`src/rtl/sdram_seq_pkg.sv`:
```
package sdram_seq_pkg;

  // {cs_n, ras_n, cas_n, we_n}
  typedef enum logic [3:0] {
    CMD_MRS = 4'b0000,
    CMD_REF = 4'b0001,
    CMD_PRE = 4'b0010,
    CMD_ACT = 4'b0011,
    CMD_WR  = 4'b0100,
    CMD_RD  = 4'b0101,
    CMD_BST = 4'b0110,
    CMD_NOP = 4'b0111
  } cmd_e;

  typedef enum logic [2:0] {
    ST_PWR,
    ST_REF1,
    ST_REF2,
    ST_MRS,
    ST_IDLE,
    ST_COL
  } seq_st_e;

  function automatic int unsigned umax(input int unsigned a, input int unsigned b);
    return (a > b) ? a : b;
  endfunction

endpackage

```
`src/rtl/sdram_seq_gap.sv`:
```
// Down-counter holding off the next command; busy while nonzero.
module sdram_seq_gap #(
  parameter int unsigned CW       = 8,
  parameter int unsigned INIT_VAL = 0
) (
  input  logic          clk,
  input  logic          rst,
  input  logic          load,
  input  logic [CW-1:0] load_val,
  output logic          busy
);
  logic [CW-1:0] cnt;

  always_ff @(posedge clk) begin
    if (rst)             cnt <= CW'(INIT_VAL);
    else if (load)       cnt <= load_val;
    else if (cnt != '0)  cnt <= cnt - 1'b1;
  end

  assign busy = (cnt != '0);
endmodule

```
`src/rtl/sdram_seq_refi.sv`:
```
// Free-running refresh interval timer with a sticky pending flag.
module sdram_seq_refi #(
  parameter int unsigned PERIOD = 1562
) (
  input  logic clk,
  input  logic rst,
  input  logic en,
  input  logic ack,
  output logic pend
);
  localparam int unsigned W = (PERIOD > 2) ? $clog2(PERIOD) : 1;
  localparam logic [W-1:0] LAST = W'(PERIOD - 1);

  logic [W-1:0] cnt;
  logic         tick;

  assign tick = en && (cnt == LAST);

  always_ff @(posedge clk) begin
    if (rst) begin
      cnt  <= '0;
      pend <= 1'b0;
    end else begin
      if (en) cnt <= tick ? '0 : cnt + 1'b1;
      if (tick)     pend <= 1'b1;
      else if (ack) pend <= 1'b0;
    end
  end
endmodule

```
`src/rtl/sdram_seq_cmdreg.sv`:
```
// Output register for the command strobes and address lines.
module sdram_seq_cmdreg
  import sdram_seq_pkg::*;
#(
  parameter int unsigned BANK_W = 2,
  parameter int unsigned ROW_W  = 12
) (
  input  logic              clk,
  input  logic              rst,
  input  cmd_e              cmd,
  input  logic [BANK_W-1:0] ba,
  input  logic [ROW_W-1:0]  addr,
  output logic              cs_n,
  output logic              ras_n,
  output logic              cas_n,
  output logic              we_n,
  output logic [BANK_W-1:0] ba_q,
  output logic [ROW_W-1:0]  addr_q
);
  always_ff @(posedge clk) begin
    if (rst) begin
      {cs_n, ras_n, cas_n, we_n} <= CMD_NOP;
      ba_q   <= '0;
      addr_q <= '0;
    end else begin
      {cs_n, ras_n, cas_n, we_n} <= cmd;
      ba_q   <= ba;
      addr_q <= addr;
    end
  end
endmodule

```
`src/rtl/sdram_cmd_seq.sv`:
```
module sdram_cmd_seq
  import sdram_seq_pkg::*;
#(
  parameter int unsigned BANK_W    = 2,
  parameter int unsigned ROW_W     = 12,
  parameter int unsigned COL_W     = 9,
  parameter int unsigned T_INIT    = 20000,
  parameter int unsigned T_REFI    = 1562,
  parameter int unsigned T_RCD     = 2,
  parameter int unsigned T_RP      = 2,
  parameter int unsigned T_RC      = 7,
  parameter int unsigned T_RAS_MIN = 5,
  parameter int unsigned T_RRD     = 2,
  parameter int unsigned T_WR      = 2,
  parameter int unsigned T_MRD     = 2,
  parameter int unsigned CAS_LAT   = 3
) (
  input  logic                            clk,
  input  logic                            rst,
  input  logic                            req_valid,
  output logic                            req_ready,
  input  logic                            req_write,
  input  logic [BANK_W+ROW_W+COL_W-1:0]   req_addr,
  output logic                            init_done,
  output logic                            sd_cs_n,
  output logic                            sd_ras_n,
  output logic                            sd_cas_n,
  output logic                            sd_we_n,
  output logic [BANK_W-1:0]               sd_ba,
  output logic [ROW_W-1:0]                sd_addr
);
  localparam int unsigned ADDR_W = BANK_W + ROW_W + COL_W;
  localparam int unsigned AP_BIT = 10;
  localparam int unsigned ACT_SPAN = umax(T_RC, T_RRD);
  localparam int unsigned POST_RD =
    umax(umax(ACT_SPAN, T_RAS_MIN + T_RP), T_RCD + 1) - T_RCD;
  localparam int unsigned POST_WR =
    umax(umax(ACT_SPAN, T_RAS_MIN + T_RP), T_RCD + T_WR + T_RP) - T_RCD;
  localparam int unsigned GW =
    $clog2(T_INIT + T_RC + T_RCD + T_WR + T_RP + T_RAS_MIN + T_MRD + T_RRD + 2);
  localparam logic [ROW_W-1:0] MODE_WORD = ROW_W'(CAS_LAT << 4);

  seq_st_e             state, nx_state;
  cmd_e                nx_cmd;
  logic [BANK_W-1:0]   nx_ba, ba_q;
  logic [ROW_W-1:0]    nx_addr;
  logic [COL_W-1:0]    col_q;
  logic                wr_q;
  logic                gap_ld;
  logic [GW-1:0]       gap_val;
  logic                busy;
  logic                ref_pend, ref_ack;
  logic                take;
  logic                done_q;

  sdram_seq_gap #(.CW(GW), .INIT_VAL(T_INIT - 1)) u_gap (
    .clk(clk), .rst(rst), .load(gap_ld), .load_val(gap_val), .busy(busy)
  );

  sdram_seq_refi #(.PERIOD(T_REFI)) u_refi (
    .clk(clk), .rst(rst), .en(done_q), .ack(ref_ack), .pend(ref_pend)
  );

  sdram_seq_cmdreg #(.BANK_W(BANK_W), .ROW_W(ROW_W)) u_out (
    .clk(clk), .rst(rst), .cmd(nx_cmd), .ba(nx_ba), .addr(nx_addr),
    .cs_n(sd_cs_n), .ras_n(sd_ras_n), .cas_n(sd_cas_n), .we_n(sd_we_n),
    .ba_q(sd_ba), .addr_q(sd_addr)
  );

  assign req_ready = (state == ST_IDLE) && !busy && !ref_pend;
  assign init_done = done_q;

  always_comb begin
    nx_state = state;
    nx_cmd   = CMD_NOP;
    nx_ba    = '0;
    nx_addr  = '0;
    gap_ld   = 1'b0;
    gap_val  = '0;
    ref_ack  = 1'b0;
    take     = 1'b0;
    if (!busy) begin
      unique case (state)
        ST_PWR: begin
          nx_cmd          = CMD_PRE;
          nx_addr[AP_BIT] = 1'b1;
          gap_ld          = 1'b1;
          gap_val         = GW'(T_RP - 1);
          nx_state        = ST_REF1;
        end
        ST_REF1: begin
          nx_cmd   = CMD_REF;
          gap_ld   = 1'b1;
          gap_val  = GW'(T_RC - 1);
          nx_state = ST_REF2;
        end
        ST_REF2: begin
          nx_cmd   = CMD_REF;
          gap_ld   = 1'b1;
          gap_val  = GW'(T_RC - 1);
          nx_state = ST_MRS;
        end
        ST_MRS: begin
          nx_cmd   = CMD_MRS;
          nx_addr  = MODE_WORD;
          gap_ld   = 1'b1;
          gap_val  = GW'(T_MRD - 1);
          nx_state = ST_IDLE;
        end
        ST_IDLE: begin
          if (ref_pend) begin
            nx_cmd  = CMD_REF;
            ref_ack = 1'b1;
            gap_ld  = 1'b1;
            gap_val = GW'(T_RC - 1);
          end else if (req_valid) begin
            take     = 1'b1;
            nx_cmd   = CMD_ACT;
            nx_ba    = req_addr[ADDR_W-1 -: BANK_W];
            nx_addr  = req_addr[COL_W +: ROW_W];
            gap_ld   = 1'b1;
            gap_val  = GW'(T_RCD - 1);
            nx_state = ST_COL;
          end
        end
        ST_COL: begin
          nx_cmd                 = wr_q ? CMD_WR : CMD_RD;
          nx_ba                  = ba_q;
          nx_addr[COL_W-1:0]     = col_q;
          nx_addr[AP_BIT]        = 1'b1;
          gap_ld                 = 1'b1;
          gap_val                = wr_q ? GW'(POST_WR - 1) : GW'(POST_RD - 1);
          nx_state               = ST_IDLE;
        end
        default: nx_state = ST_IDLE;
      endcase
    end
  end

  always_ff @(posedge clk) begin
    if (rst) begin
      state  <= ST_PWR;
      done_q <= 1'b0;
      ba_q   <= '0;
      col_q  <= '0;
      wr_q   <= 1'b0;
    end else begin
      state <= nx_state;
      if (state == ST_MRS && !busy) done_q <= 1'b1;
      if (take) begin
        ba_q  <= req_addr[ADDR_W-1 -: BANK_W];
        col_q <= req_addr[COL_W-1:0];
        wr_q  <= req_write;
      end
    end
  end
endmodule

```
`config.mk`:
```
export PLATFORM = sky130hd
export DESIGN_NAME = sdram_cmd_seq
export DESIGN_NICKNAME = d
export VERILOG_FILES = /design/src/rtl/sdram_seq_pkg.sv /design/src/rtl/sdram_seq_gap.sv /design/src/rtl/sdram_seq_refi.sv /design/src/rtl/sdram_seq_cmdreg.sv /design/src/rtl/sdram_cmd_seq.sv
export SDC_FILE = /design/constraint.sdc
export NUM_CORES = 1
export LEC_CHECK = 0
export ABC_AREA = 1
export BUFFER_PORTS_ARGS = -buffer_cell sky130_fd_sc_hd__buf_2
export CAP_MARGIN = 20
export CORE_MARGIN = 5
export CORE_UTILIZATION = 30
export CTS_CLUSTER_DIAMETER = 120
export DETAILED_ROUTE_END_ITERATION = 8
export HOLD_SLACK_MARGIN = 0.03
export PLACE_DENSITY = 0.44
export REMOVE_ABC_BUFFERS = 1
export SLEW_MARGIN = 20
export SYNTH_ARGS = -nofsm -noshare
export SYNTH_HDL_FRONTEND = slang
export SYNTH_SLANG_ARGS = --single-unit
```
`constraint.sdc`:
```
create_clock -name clk -period 2.7 [get_ports clk]
set_clock_uncertainty 0.1 [all_clocks]
set_input_delay 0.27 -clock clk [delete_from_list [all_inputs] [get_ports clk]]
set_output_delay 0.27 -clock clk [all_outputs]
set_load 0.01 [all_outputs]
```
### After elaboration in Yosys (flattened, before gate mapping)

Cells that the tools add are included.

| storage, ports and cells | value |
|---|---|
| memories | 0 |
| register bits | 61 |
| bits in read-only memories | 0 |
| input bits | 27 |
| bits in latches | 0 |
| RAM bits | 0 |
| logic and storage cells | 78 |
| output and inout bits | 20 |

| cells by class | value |
|---|---|
| reduce and logical (&&, ||, !) cells | 17 |
| magnitude comparators | 0 |
| muxes and demuxes | 33 |
| equal/unequal tests | 8 |
| add/sub/neg operators | 2 |
| shift-type cells | 0 |
| multiply operators | 0 |
| div/mod/pow operators | 0 |
| bitwise logic cells | 3 |

Operators by type and width:

| operator | number |
|---|---|
| $mux 11 | 3 |
| $mux 15 | 2 |
| $pmux 9 s3 | 1 |
| $pmux 3 s4 | 2 |
| $mux 3 | 6 |
| $pmux 3 s5 | 1 |
| $reduce_bool 15->1 | 1 |
| $sub 15x1->15 const B | 1 |
| $mux 1 | 13 |
| $add 11x1->11 const B | 1 |
| $eq 11x11->1 const B | 1 |
| $reduce_or 5->1 | 2 |
| $reduce_or 2->1 | 4 |
| $eq 3x2->1 const B | 2 |
| $eq 3x3->1 const B | 2 |
| $logic_and 1x1->1 | 4 |
| $mux 2 | 2 |
| $ne 2x2->1 const B | 2 |
| $pmux 1 s2 | 2 |
| $pmux 2 s2 | 1 |
| $reduce_bool 2->1 | 2 |
| $eq 3x1->1 const B | 1 |
| $logic_not 3->1 | 1 |
| $not 1->1 | 3 |
| other kinds (2) | 3 |

### Depth between registers and ports, before layout

| depth | value |
|---|---|
| word-level depth | 5 |
| mapped depth | 11 |
| depth with buffers taken out | 11 |

### Modules after synthesis

Synthesis repeated with hierarchy kept, for this count alone.

| unflattened totals | value |
|---|---|
| cells, all modules | 496 |
| area, all modules | 3228.1 um^2 |

By module, submodules not included:

| module | sequential area each (um^2) | instances | area each (um^2) | cells an instance |
|---|---|---|---|---|
| sdram_cmd_seq | 320.3 | 1 | 1046.0 | 182 |
| sdram_seq_gap | 300.3 | 1 | 1022.2 | 166 |
| sdram_seq_refi | 240.2 | 1 | 626.9 | 91 |
| sdram_seq_cmdreg | 360.3 | 1 | 533.0 | 57 |

### Worst setup path before layout

Ideal clock, no wire load.

| timing path | value |
|---|---|
| path kind | register to output |
| start point | register u_gap.cnt[0] |
| end point | output port req_ready |
| stages on the path, launching flop included | 9 |
| data required time | 2.330 ns |
| setup slack | 1.067 ns |
| arrival time | 1.263 ns |
| path buffers | 0 |
| cells stage by stage | dfxtp_1 -> inv_1 -> ha_1 -> inv_1 -> nor2_1 -> nand2_1 -> nor2_8 -> nand3_1 -> nor2_1 |

| on the way | value |
|---|---|
| cells in the longest elaborated chain, start to end | 4 |

RTL lines:

| item | line | text |
|---|---|---|
| start: declaration | sdram_seq_gap.sv:12 | `logic [CW-1:0] cnt;` |
| start signal: assignment | sdram_seq_gap.sv:15 | `if (rst) cnt <= CW'(INIT_VAL);` |
| start signal: assignment | sdram_seq_gap.sv:16 | `else if (load) cnt <= load_val;` |
| start signal: assignment | sdram_seq_gap.sv:17 | `else if (cnt != '0) cnt <= cnt - 1'b1;` |
| $reduce_bool 15->1 | sdram_seq_gap.sv:20 | `assign busy = (cnt != '0);` |
| $logic_not 1->1 | sdram_cmd_seq.sv:70 | `assign req_ready = (state == ST_IDLE) && !busy && !ref_pend;` |
| $logic_and 1x1->1 (2 in series) | sdram_cmd_seq.sv:70 |  |
| end: declaration | sdram_cmd_seq.sv:21 | `output logic req_ready,` |

No other way between the ends.

### Worst setup path after layout

Ends and elaborated chain as after synthesis.

==> impl_metrics.json <==
{
  "grt_max_degree": 25,
  "use_met1_pct": 16.1,
  "min_period_over_period_pct": 81.5,
  "ant_nets": 0,
  "hpwl_mm": 4.91,
  "first_global_vias": 2437,
  "setup_viol": 0,
  "fillers": 998,
  "p_int_mw": 1.43,
  "fp-row-count": 35,
  "finalMaxSlewViolations": 0,
  "grt_pass1_wl_mm": 11.4,
  "initial_core_util_pct": 30.9,
  "cts.sinks": 60,
  "critPathKind": "register to primary output",
  "design_area_um2": 3450,
  "required_ps": 2330,
  "syn_area_um2": 2890,
  "die_y_um": 108,
  "drive_gt1_share_pct": 20.0,
  "power_mw": 1.83,
  "worst-endpoint-arrival_ps": 1830,
  "p_clk_share_pct": 48.2,
  "pwr-share-seq_pct": 48.6,
  "post_cts_resized": 0,
  "grt.busiest_layer": "met2",
  "core-area_um2": 9330,
  "seq_area_frac_synth_pct": 41.6,
  "multi_input_area_um2": 1390,
  "muxShareOfSynthArea_pct": 0,
  "combPwrFrac_pct": 3.2,
  "routed_wl_mm": 6.89,
  "cap_violations": 0,
  "synthSimpleGateAreaFrac_pct": 35.0,
  "grt_use_total_pct": 12.5,
  "vias": 2572,
  "outcome": "finished clean",
  "hold_slack_ps": 54.7,
  "cts_buffers": 9,
  "min_period_ps": 2200,
  "area_growth_pct": 19.4,
  "worst_setup_path_start_kind": "register",
  "drt_iter0_drc": 101,
  "grt_overflow": 0,
  "power_density_nw_per_um2": 532,
  "nets": 480,
  "avgViaCountPerCell": 4.41,
  "diodes": 0,
  "antenna_found_initial": 0,
  "finalHoldViolCount": 0,
  "clk_pin_slew_ps": 70,
  "synth_top_family_by_area": "simple AND/OR/NAND/NOR gates",
  "p_sw_share_pct": 21.8,
  "synth_compound_area_share_pct": 10.1,
  "final_util_pct": 36.9,
  "grtUsageMet2_pct": 19.5,
  "power.switching_mw": 0.400,
  "min_path_type": "input pin to register",
  "min-delay-start": "req_addr[8]",
  "ff_latch_area_um2": 1200,
  "finalWeightedCongestion": 0.824,
  "fmax_mhz": 454,
  "chipWidth_um": 108,
  "peakVddDrop_mv": 0.366,
  "synthAdderAreaFrac_pct": 1.73,
  "syn_inst": 400,
  "io_pins": 47,
  "first_pass_iters": 4,
  "cts_tree": "done",
  "wl_per_cell_um": 11.8,
  "drcViolationCount": 0,
  "yosysWarnings": 0,
  "startpoint": "u_gap.cnt[0]",
  "fin_setup_tns_ps": 0,
  "cts-root-buf": "clkbuf_8",
  "path_max_fanout": 7,
  "critPathCaptureType": "primary output",
  "clock_latency_ps": 330,
  "synthXorXnorAreaFrac_pct": 1.21,
  "leakage_nw": 1.57,
  "worstReg2RegStart": "u_gap.cnt[0]",
  "place_area_um2": 3200,
  "met3_usage_pct": 3.40,
  "postSynthAreaPerCell_um2": 7.21,
  "htreeDepth": 3,
  "clockBufferDepth": 2,
  "ys_ff_latch": 60,
  "rsz0062_at_grt": "false",
  "dieArea_um2": 11700,
  "numPortBuffers": 45,
  "ys_types": 34
}
## routing by layer
| layer | vias to the layer above | part of all wire (%) |
|---|---|---|
| li1 | 1362 | - |
| met2 | 40 | 45 |
| met4 | 0 | 1.4 |
| met3 | 9 | 4.6 |
| met1 | 1161 | 49 |
| met5 | - | 0 |
## cell usage in the layout, fill, tap and decap left out, types with 2 or more instances in the layout
master	count
a21oi_2	2
clkinv_2	2
nand2_2	3
nor3_1	5
dfxtp_1	60
ha_1	4
a21oi_1	15
nand2_1	77
nor2_4	2
nand3b_1	2
clkbuf_8	9
a22oi_1	8
bufinv_16	2
o21ai_0	18
xor2_1	3
nand4_1	7
nand3_1	36
inv_1	54
clkinvlp_4	2
buf_2	45
nor2_2	16
nor2_8	2
clkinv_1	2
o21ai_1	2
dlygate4sd3_1	3
nor2_1	61
nand3_4	2
## cells in the mapped netlist, drive strengths merged
cell type  number  share of area [%]
a211oi          1               0.26
a21oi          17                3.2
a22oi           8                2.1
buf             9                2.4
clkbuf          2               0.39
clkinv          3               0.43
conb            1               0.13
dfxtp          60                 42
ha              4                1.7
inv            54                7.0
nand2          81                 11
nand3          38                7.5
nand3b          2               0.52
nand4           7                1.5
nor2           81                 14
nor3            5               0.87
o21ai          21                4.0
o22ai           1               0.22
o31ai           1               0.26
xnor2           1               0.30
xor2            3               0.91
## worst max-delay path, stage by stage, from the launching register on
cell	delay [ps]
dfxtp_1	310
inv_1	190
ha_1	190
inv_1	40
nor2_1	70
nand2_1	120
nor2_8	200
nand3_1	120
nor2_1	120
buf_2	150
## worst paths after layout
path	endpoint	slack (ps)	depth (start not counted)
hold reg to reg	u_out.ba_q[1]	370	2
setup / recovery	req_ready	500	9
hold / removal	col_q[8]	50	3
setup reg to reg	state[1]	800	11
## power by group through the flow
stage / clock network [mW] / logic [mW] / registers [mW]
after floorplan: 0 / 0.0251 / 0.911
after global placement: 0 / 0.0571 / 0.912
after detailed placement: 0 / 0.0562 / 0.912
after CTS: 0.929 / 0.0600 / 0.891
after global routing: 0.951 / 0.0671 / 0.892
final: 0.883 / 0.0592 / 0.891
## per-stage QoR
| step | setup slack [ps] | std cells |
|---|---|---|
| after global placement | 820 | 564 |
| after floorplan | 1040 | 389 |
| after CTS | 437 | 583 |
| final | 498 | 583 |
| after detailed placement | 783 | 564 |
| after global routing | 278 | 583 |
## cell type report
cell class | instances | area share [%]
repair buffers | 49 | 7.63
flip-flops and latches | 60 | 34.9
inverters | 57 | 6.25
clock buffers | 10 | 3.70
well taps | 129 | 4.68
multi-input cells | 272 | 40.3
clock inverters | 6 | 2.58
## registers in the layout, summed over array words and instances (netlist names)
signal and cells:
init_done 1, u_out.cas_n 1, u_refi.cnt 11, u_gap.cnt 15, u_out.addr_q 12, u_refi.pend 1, ba_q 2, u_out.we_n 1
u_out.ras_n 1, wr_q 1, u_out.ba_q 2, state 3, col_q 9
## repair_timing
action                    CTS  global route
buffers inserted            0             0
hold buffers                3             0
hold endpoints to repair    3             0
## kinds of logic (layout without fill, tap and decap cells)
logic type / Yosys count / count (layout)
buf+inv: 68 / 122
simple gates: 214 / 214
fa+ha+maj: 4 / 4
flops: 60 / 60
compound gates: 49 / 49
xor+xnor: 4 / 4
other cells: 1 / 1
Power figures use the tool's default switching activity.
